`config.mk`:
```
export PLATFORM = sky130hd
export DESIGN_NAME = uart_tx_hold
export DESIGN_NICKNAME = d
export VERILOG_FILES = /design/src/rtl/uart_tx_pkg.sv /design/src/rtl/tx_hold_reg.sv /design/src/rtl/tx_shifter.sv /design/src/rtl/tx_int_flag.sv /design/src/rtl/uart_tx_hold.sv
export SDC_FILE = /design/constraint.sdc
export NUM_CORES = 1
export LEC_CHECK = 0
export BUFFER_PORTS_ARGS = -buffer_cell sky130_fd_sc_hd__buf_4
export CORE_MARGIN = 10
export CORE_UTILIZATION = 60
export CTS_CLUSTER_SIZE = 16
export DETAILED_ROUTE_END_ITERATION = 8
export PLACE_DENSITY = 0.83
export SETUP_SLACK_MARGIN = 0.02
export SLEW_MARGIN = 15
export SYNTH_ARGS = -nofsm -noshare
export SYNTH_HDL_FRONTEND = slang
export SYNTH_HIERARCHICAL = 1
export SYNTH_SLANG_ARGS = --single-unit
```
`constraint.sdc`:
```
create_clock -name clk_i -period 2.8 [get_ports clk_i]
set_input_delay 0.14 -clock clk_i [delete_from_list [all_inputs] [get_ports clk_i]]
set_output_delay 0.14 -clock clk_i [all_outputs]
set_load 0.01 [all_outputs]
```
`src/rtl/uart_tx_pkg.sv`:
```
package uart_tx_pkg;
  typedef enum logic [2:0] {
    ST_IDLE  = 3'd0,
    ST_START = 3'd1,
    ST_DATA  = 3'd2,
    ST_EXTRA = 3'd3,
    ST_STOP  = 3'd4
  } tx_state_e;

  typedef struct packed {
    logic par_en;
    logic par_odd;
    logic xb_en;
    logic xb_val;
    logic two_stop;
  } frame_cfg_t;
endpackage

```
`src/rtl/tx_hold_reg.sv`:
```
module tx_hold_reg #(
  parameter int DW = 8
) (
  input  logic          clk_i,
  input  logic          rst_ni,
  input  logic          wr_en_i,
  input  logic [DW-1:0] wr_data_i,
  input  logic          load_i,
  output logic          full_o,
  output logic [DW-1:0] data_o
);
  logic          full_q;
  logic [DW-1:0] data_q;

  always_ff @(posedge clk_i or negedge rst_ni) begin
    if (!rst_ni) begin
      full_q <= 1'b0;
      data_q <= '0;
    end else if (load_i) begin
      full_q <= 1'b0;
    end else if (wr_en_i && !full_q) begin
      full_q <= 1'b1;
      data_q <= wr_data_i;
    end
  end

  assign full_o = full_q;
  assign data_o = data_q;


  pending_kept_chk: assert property (@(posedge clk_i) disable iff (!rst_ni)
    full_q |=> $stable(data_q));


  load_only_full_chk: assert property (@(posedge clk_i) disable iff (!rst_ni)
    load_i |-> full_q);
endmodule

```
`src/rtl/tx_shifter.sv`:
```
module tx_shifter
  import uart_tx_pkg::*;
#(
  parameter int DW = 8
) (
  input  logic          clk_i,
  input  logic          rst_ni,
  input  logic          tick_i,
  input  logic          pend_i,
  input  logic [DW-1:0] pend_data_i,
  input  frame_cfg_t    cfg_i,
  output logic          load_o,
  output logic          stop_enter_o,
  output logic          txd_o
);
  localparam int CW = (DW > 1) ? $clog2(DW) : 1;
  localparam logic [CW-1:0] LAST_BIT = CW'(DW - 1);

  tx_state_e     state_q;
  frame_cfg_t    cfg_q;
  logic [DW-1:0] sh_q;
  logic [CW-1:0] cnt_q;
  logic          stop_cnt_q;
  logic          ex_bit_q;
  logic          last_stop;
  logic          has_extra;

  assign last_stop = (state_q == ST_STOP) && (stop_cnt_q == cfg_q.two_stop);
  assign has_extra = cfg_q.par_en | cfg_q.xb_en;
  assign load_o    = tick_i && pend_i && ((state_q == ST_IDLE) || last_stop);
  assign stop_enter_o = tick_i && (((state_q == ST_DATA) && (cnt_q == LAST_BIT) && !has_extra)
                                   || (state_q == ST_EXTRA));

  always_ff @(posedge clk_i or negedge rst_ni) begin
    if (!rst_ni) begin
      state_q    <= ST_IDLE;
      cfg_q      <= '0;
      sh_q       <= '0;
      cnt_q      <= '0;
      stop_cnt_q <= 1'b0;
      ex_bit_q   <= 1'b0;
    end else if (load_o) begin
      state_q  <= ST_START;
      cfg_q    <= cfg_i;
      sh_q     <= pend_data_i;
      ex_bit_q <= cfg_i.par_en ? ((^pend_data_i) ^ cfg_i.par_odd) : cfg_i.xb_val;
    end else if (tick_i) begin
      unique case (state_q)
        ST_START: begin
          state_q <= ST_DATA;
          cnt_q   <= '0;
        end
        ST_DATA: begin
          sh_q <= sh_q >> 1;
          if (cnt_q == LAST_BIT) begin
            state_q    <= has_extra ? ST_EXTRA : ST_STOP;
            stop_cnt_q <= 1'b0;
          end else begin
            cnt_q <= cnt_q + 1'b1;
          end
        end
        ST_EXTRA: begin
          state_q    <= ST_STOP;
          stop_cnt_q <= 1'b0;
        end
        ST_STOP: begin
          if (last_stop) state_q <= ST_IDLE;
          else           stop_cnt_q <= 1'b1;
        end
        default: state_q <= ST_IDLE;
      endcase
    end
  end

  always_comb begin
    unique case (state_q)
      ST_START: txd_o = 1'b0;
      ST_DATA:  txd_o = sh_q[0];
      ST_EXTRA: txd_o = ex_bit_q;
      default:  txd_o = 1'b1;
    endcase
  end


  start_after_load_chk: assert property (@(posedge clk_i) disable iff (!rst_ni)
    load_o |=> (txd_o == 1'b0));


  stop_high_chk: assert property (@(posedge clk_i) disable iff (!rst_ni)
    stop_enter_o |=> txd_o);


  idle_no_tick_chk: assert property (@(posedge clk_i) disable iff (!rst_ni)
    (state_q == ST_IDLE && !tick_i) |=> (state_q == ST_IDLE));
endmodule

```
`src/rtl/tx_int_flag.sv`:
```
module tx_int_flag (
  input  logic clk_i,
  input  logic rst_ni,
  input  logic set_i,
  input  logic clr_i,
  output logic flag_o
);
  logic flag_q;

  always_ff @(posedge clk_i or negedge rst_ni) begin
    if (!rst_ni)     flag_q <= 1'b0;
    else if (set_i)  flag_q <= 1'b1;
    else if (clr_i)  flag_q <= 1'b0;
  end

  assign flag_o = flag_q;


  sticky_flag_chk: assert property (@(posedge clk_i) disable iff (!rst_ni)
    (flag_q && !clr_i) |=> flag_q);


  clear_flag_chk: assert property (@(posedge clk_i) disable iff (!rst_ni)
    (clr_i && !set_i) |=> !flag_q);
endmodule

```
`src/rtl/uart_tx_hold.sv`:
```
module uart_tx_hold
  import uart_tx_pkg::*;
#(
  parameter int DW = 8
) (
  input  logic          clk_i,
  input  logic          rst_ni,
  input  logic          bit_tick_i,
  input  logic          wr_en_i,
  input  logic [DW-1:0] wr_data_i,
  input  logic          par_en_i,
  input  logic          par_odd_i,
  input  logic          xbit_en_i,
  input  logic          xbit_i,
  input  logic          two_stop_i,
  input  logic          txint_clr_i,
  output logic          txd_o,
  output logic          hold_empty_o,
  output logic          txint_o
);
  logic          full;
  logic          load;
  logic          stop_enter;
  logic [DW-1:0] pend_data;
  frame_cfg_t    cfg;

  assign cfg = '{par_en: par_en_i, par_odd: par_odd_i, xb_en: xbit_en_i,
                 xb_val: xbit_i, two_stop: two_stop_i};

  tx_hold_reg #(.DW(DW)) u_hold (
    .clk_i     (clk_i),
    .rst_ni    (rst_ni),
    .wr_en_i   (wr_en_i),
    .wr_data_i (wr_data_i),
    .load_i    (load),
    .full_o    (full),
    .data_o    (pend_data)
  );

  tx_shifter #(.DW(DW)) u_shift (
    .clk_i        (clk_i),
    .rst_ni       (rst_ni),
    .tick_i       (bit_tick_i),
    .pend_i       (full),
    .pend_data_i  (pend_data),
    .cfg_i        (cfg),
    .load_o       (load),
    .stop_enter_o (stop_enter),
    .txd_o        (txd_o)
  );

  tx_int_flag u_int (
    .clk_i  (clk_i),
    .rst_ni (rst_ni),
    .set_i  (stop_enter),
    .clr_i  (txint_clr_i),
    .flag_o (txint_o)
  );

  assign hold_empty_o = !full;


  empty_with_start_chk: assert property (@(posedge clk_i) disable iff (!rst_ni)
    $rose(hold_empty_o) |-> !txd_o);


  int_at_stop_chk: assert property (@(posedge clk_i) disable iff (!rst_ni)
    $rose(txint_o) |-> txd_o);


  write_fills_chk: assert property (@(posedge clk_i) disable iff (!rst_ni)
    (wr_en_i && hold_empty_o) |=> !hold_empty_o);
endmodule

```
==> summary.md <==
| Metric | Value |
|---|---|
| Clock buffer depth | `2` |
| Req. time, crit path | `3.01 ns` |
| # H-tree levels | `2` |
| Vias/cell | `5.67` |
| CP top delay family | `simple AND/OR/NAND/NOR gates` |
| Die W | `just under 70 um` |
| Rows | `17` |
| Final #Nets | `approximately 180` |
| Seq cells post-synth | `29` |
| Post-layout util | `around 75%` |
| DIE AREA | `roughly 4800 um^2` |
| CP max stage cell | `nor3b_4` |
| Reg-to-Reg Start | `u_shift/cfg_q[0]` |
| CORE AREA | `2280 um^2` |
| VDD IR max | `853 uV` |
| Ys async rst share | `100%` |
| CTS tree | `built` |
| Startpoint Class | `register` |
| Initial antenna violation count | `0` |
| Largest net degree at the start of global routing | `30` |
| WL/cell | `15.8 um` |
| DP Wirelength | `2.15 mm` |
| CP max FO | `8` |
| WP buf/inv | `0` |
| Fin crit share | `68.9%` |
| Critical Path Start | `u_shift/cfg_q[0]` |
| Seq/Total Area, Yosys | `49.3%` |
| HP Start | `wr_en_i` |
| CP endpoint kind | `register` |
| Hold Path Class | `primary input to register` |
| Flop pwr share | `between 40% and 50%` |
| RSZ-0062 raised after global routing | `no` |
| Avg Cell Area, Syn | `~11 um^2` |
| Routed via count | `1044` |
| Area of the mapped netlist | `1470 um^2` |
| Hold slack | `between 0.03 and 0.04 ns` |
| Ys flop type | `dfrtp_1` |
| Worst slew pin tran | `0.620 ns` |
| Post-synth EDFFs | `0` |
| Via count of the first global-routing pass | `1083` |
| Most common cell after layout, fill and taps aside | `dfrtp_1` |
| Outcome | `complete, no violations` |
| Clk sink count | `29` |
| Netlist cell types | `35` |
| Final hold vios | `0` |
| Comb pwr share | `43.4%` |
| Remaining Overflow, GRT | `0` |
| Leakage | `between 0.8 and 0.9 nW` |
| Max cap viols | `0` |
| Number of top-level pins | `21` |
| Antenna viol nets, final | `0` |
| Sw Ratio | `36.7%` |
| Slew HR | `58.7%` |
| Clock slew at reported path FFs | `0.09 ns` |
| Max incr delay on CP | `0.46 ns` |
| Die Ht | `69.5 um` |
| Crit path DAT | `2.14 ns` |
| Ys Warns | `6` |
| Pre-antenna DRT Iters | `4` |
| CP Class | `register to register` |
| Cells after Synth | `between 100 and 150` |
| Area growth from synthesis to layout | `16.5%` |
| Period minus WS final | `1.93 ns` |
| Worst Clk Skew | `around 0.01 ns` |
| Hold buffers post-CTS | `1` |
| CTS root buf | `clkbuf_4` |
| P_sw | `0.000721 W` |
| CTS Buf Count | `5` |
| Cell area power density | `~1100 nW/um^2` |
| Clock share of power | `between 10% and 20%` |
| DRC viols | `0` |
| ANT cells | `0` |
| Maximum clock rate | `0.518 GHz` |
| Critical Path, Cell by Cell | `xor2_1 > a21oi_1 > nor3b_4 > mux2_2` |
| First-pass GRT wire length | `4.99 mm` |
| I/O Buffers | `20` |
| Setup_tns | `0 ns` |
| Commonest cells after routing, fill and taps aside | `dfrtp_1 (29), buf_4 (21), o21ai_0 (14)` |
| Post-CTS sizing | `0` |
| Layout cell share with drive strength beyond 1 | `around 30%` |
| Worst-Skew Late Latency | `0.33 ns` |
| Post-CTS Setup Repair Bufs | `0` |
| Cell Int Power | `~0.0012 W` |
| GRT Resource Usage Total | `12.5%` |
| Initial core utilization | `64.7%` |
| # setup viols final | `0` |
| Final Slew Violations | `0` |
| DR iter-0 viols | `44` |
| Routed wire length | `2.91 mm` |
| GP Congestion | `0.829` |
| Post-Syn Nets | `roughly 150` |
-- per-stage QoR --
| stage | instance area [um^2] | instances | total power, W | setup slack (ns) |
|---|---|---|---|---|
| floorplan | 1470 | 131 | 0.00147 | 0.900 |
| global placement | 1630 | 175 | 0.00165 | 0.898 |
| detailed placement | 1630 | 175 | 0.00168 | 0.881 |
| CTS | 1710 | 184 | 0.00198 | 0.862 |
| global route | 1710 | 184 | 0.00212 | 0.745 |
| finish | 1710 | 184 | 0.00197 | 0.870 |
-- routing by layer --
layer | wire, um | vias up | GRT usage, %
met5 | 0 | - | 0
met4 | 53 | 0 | 5.32
met3 | 163 | 5 | 5.42
met2 | 1270 | 23 | 17.7
met1 | 1420 | 496 | 16.0
li1 | - | 520 | -
-- path summary, 6_finish.rpt --
kind	endpoint	slack (ns)	depth (start not counted)
worst max-delay path	u_hold/data_o[7]	0.87	4
worst min register to register	u_int/flag_o	0.49	1
max in group asynchronous	u_hold/data_o[7]	2.27	2
min in group asynchronous	u_shift/sh_q[5]	0.26	2
worst min-delay path	u_hold/full_o	0.04	3
worst max register to register	u_hold/data_o[7]	0.87	4
-- sequential cells by signal, summed over array words and instances (netlist names) --
| name | flops |
|---|---|
| u_int/flag_o | 1 |
| u_shift/cnt_q | 3 |
| u_shift/stop_cnt_q | 1 |
| u_hold/data_o | 8 |
| u_shift/state_q | 3 |
| u_shift/cfg_q | 3 |
| u_shift/sh_q | 8 |
| u_shift/ex_bit_q | 1 |
| u_hold/full_o | 1 |
-- cells in the mapped netlist (2+ instances only) --
| cell | instances | share of area [%] |
|---|---|---|
| nor2_1 | 10 | 2.6 |
| mux2i_1 | 5 | 3.4 |
| ha_1 | 2 | 1.7 |
| a21oi_1 | 5 | 1.7 |
| o21ai_0 | 14 | 4.8 |
| a22oi_1 | 2 | 1.0 |
| buf_2 | 3 | 1.0 |
| o2111ai_1 | 2 | 1.2 |
| nor3_1 | 2 | 0.68 |
| mux2_2 | 11 | 8.4 |
| dfrtp_1 | 29 | 49 |
| a22o_1 | 2 | 1.2 |
| nand2_1 | 10 | 2.6 |
| xor2_1 | 2 | 1.2 |
| o22ai_1 | 2 | 0.85 |
| xnor2_1 | 3 | 1.8 |
| a21o_1 | 4 | 2.0 |
| inv_1 | 6 | 1.5 |
-- cell type report --
type,count,area [um^2]
tap,28,35.0
fill,152,562
clock inverter,1,5.00
inverter,6,22.5
clock buffer,7,65.1
sequential,29,726
timing repair buffer,22,168
multi-input combinational,91,693
-- power groups by stage --
stage / Sequential [W] / Combinational (W) / Clock (W)
global route: 0.000859 / 0.000945 / 0.000320
floorplan: 0.000758 / 0.000712 / 0
CTS: 0.000825 / 0.000856 / 0.000295
global placement: 0.000827 / 0.000823 / 0
finish: 0.000829 / 0.000854 / 0.000285
detailed placement: 0.000834 / 0.000850 / 0
-- kinds of logic after synthesis --
kind of cell,share of synthesized area (%)
xor gates and xnor gates,6.29
DFF,49.3
adders and majority gates,1.70
and+or+nand+nor,11.1
buffers and inverters,3.57
muxes,12.8
AOI/OAI and AO/OA,15.1
-- tightest hold or removal path, cell delays in order --
cell and delay [ns]:
buf_4 0.08, nor2_1 0.03, nor2_1 0.08
(Power assumes the default switching activity.)
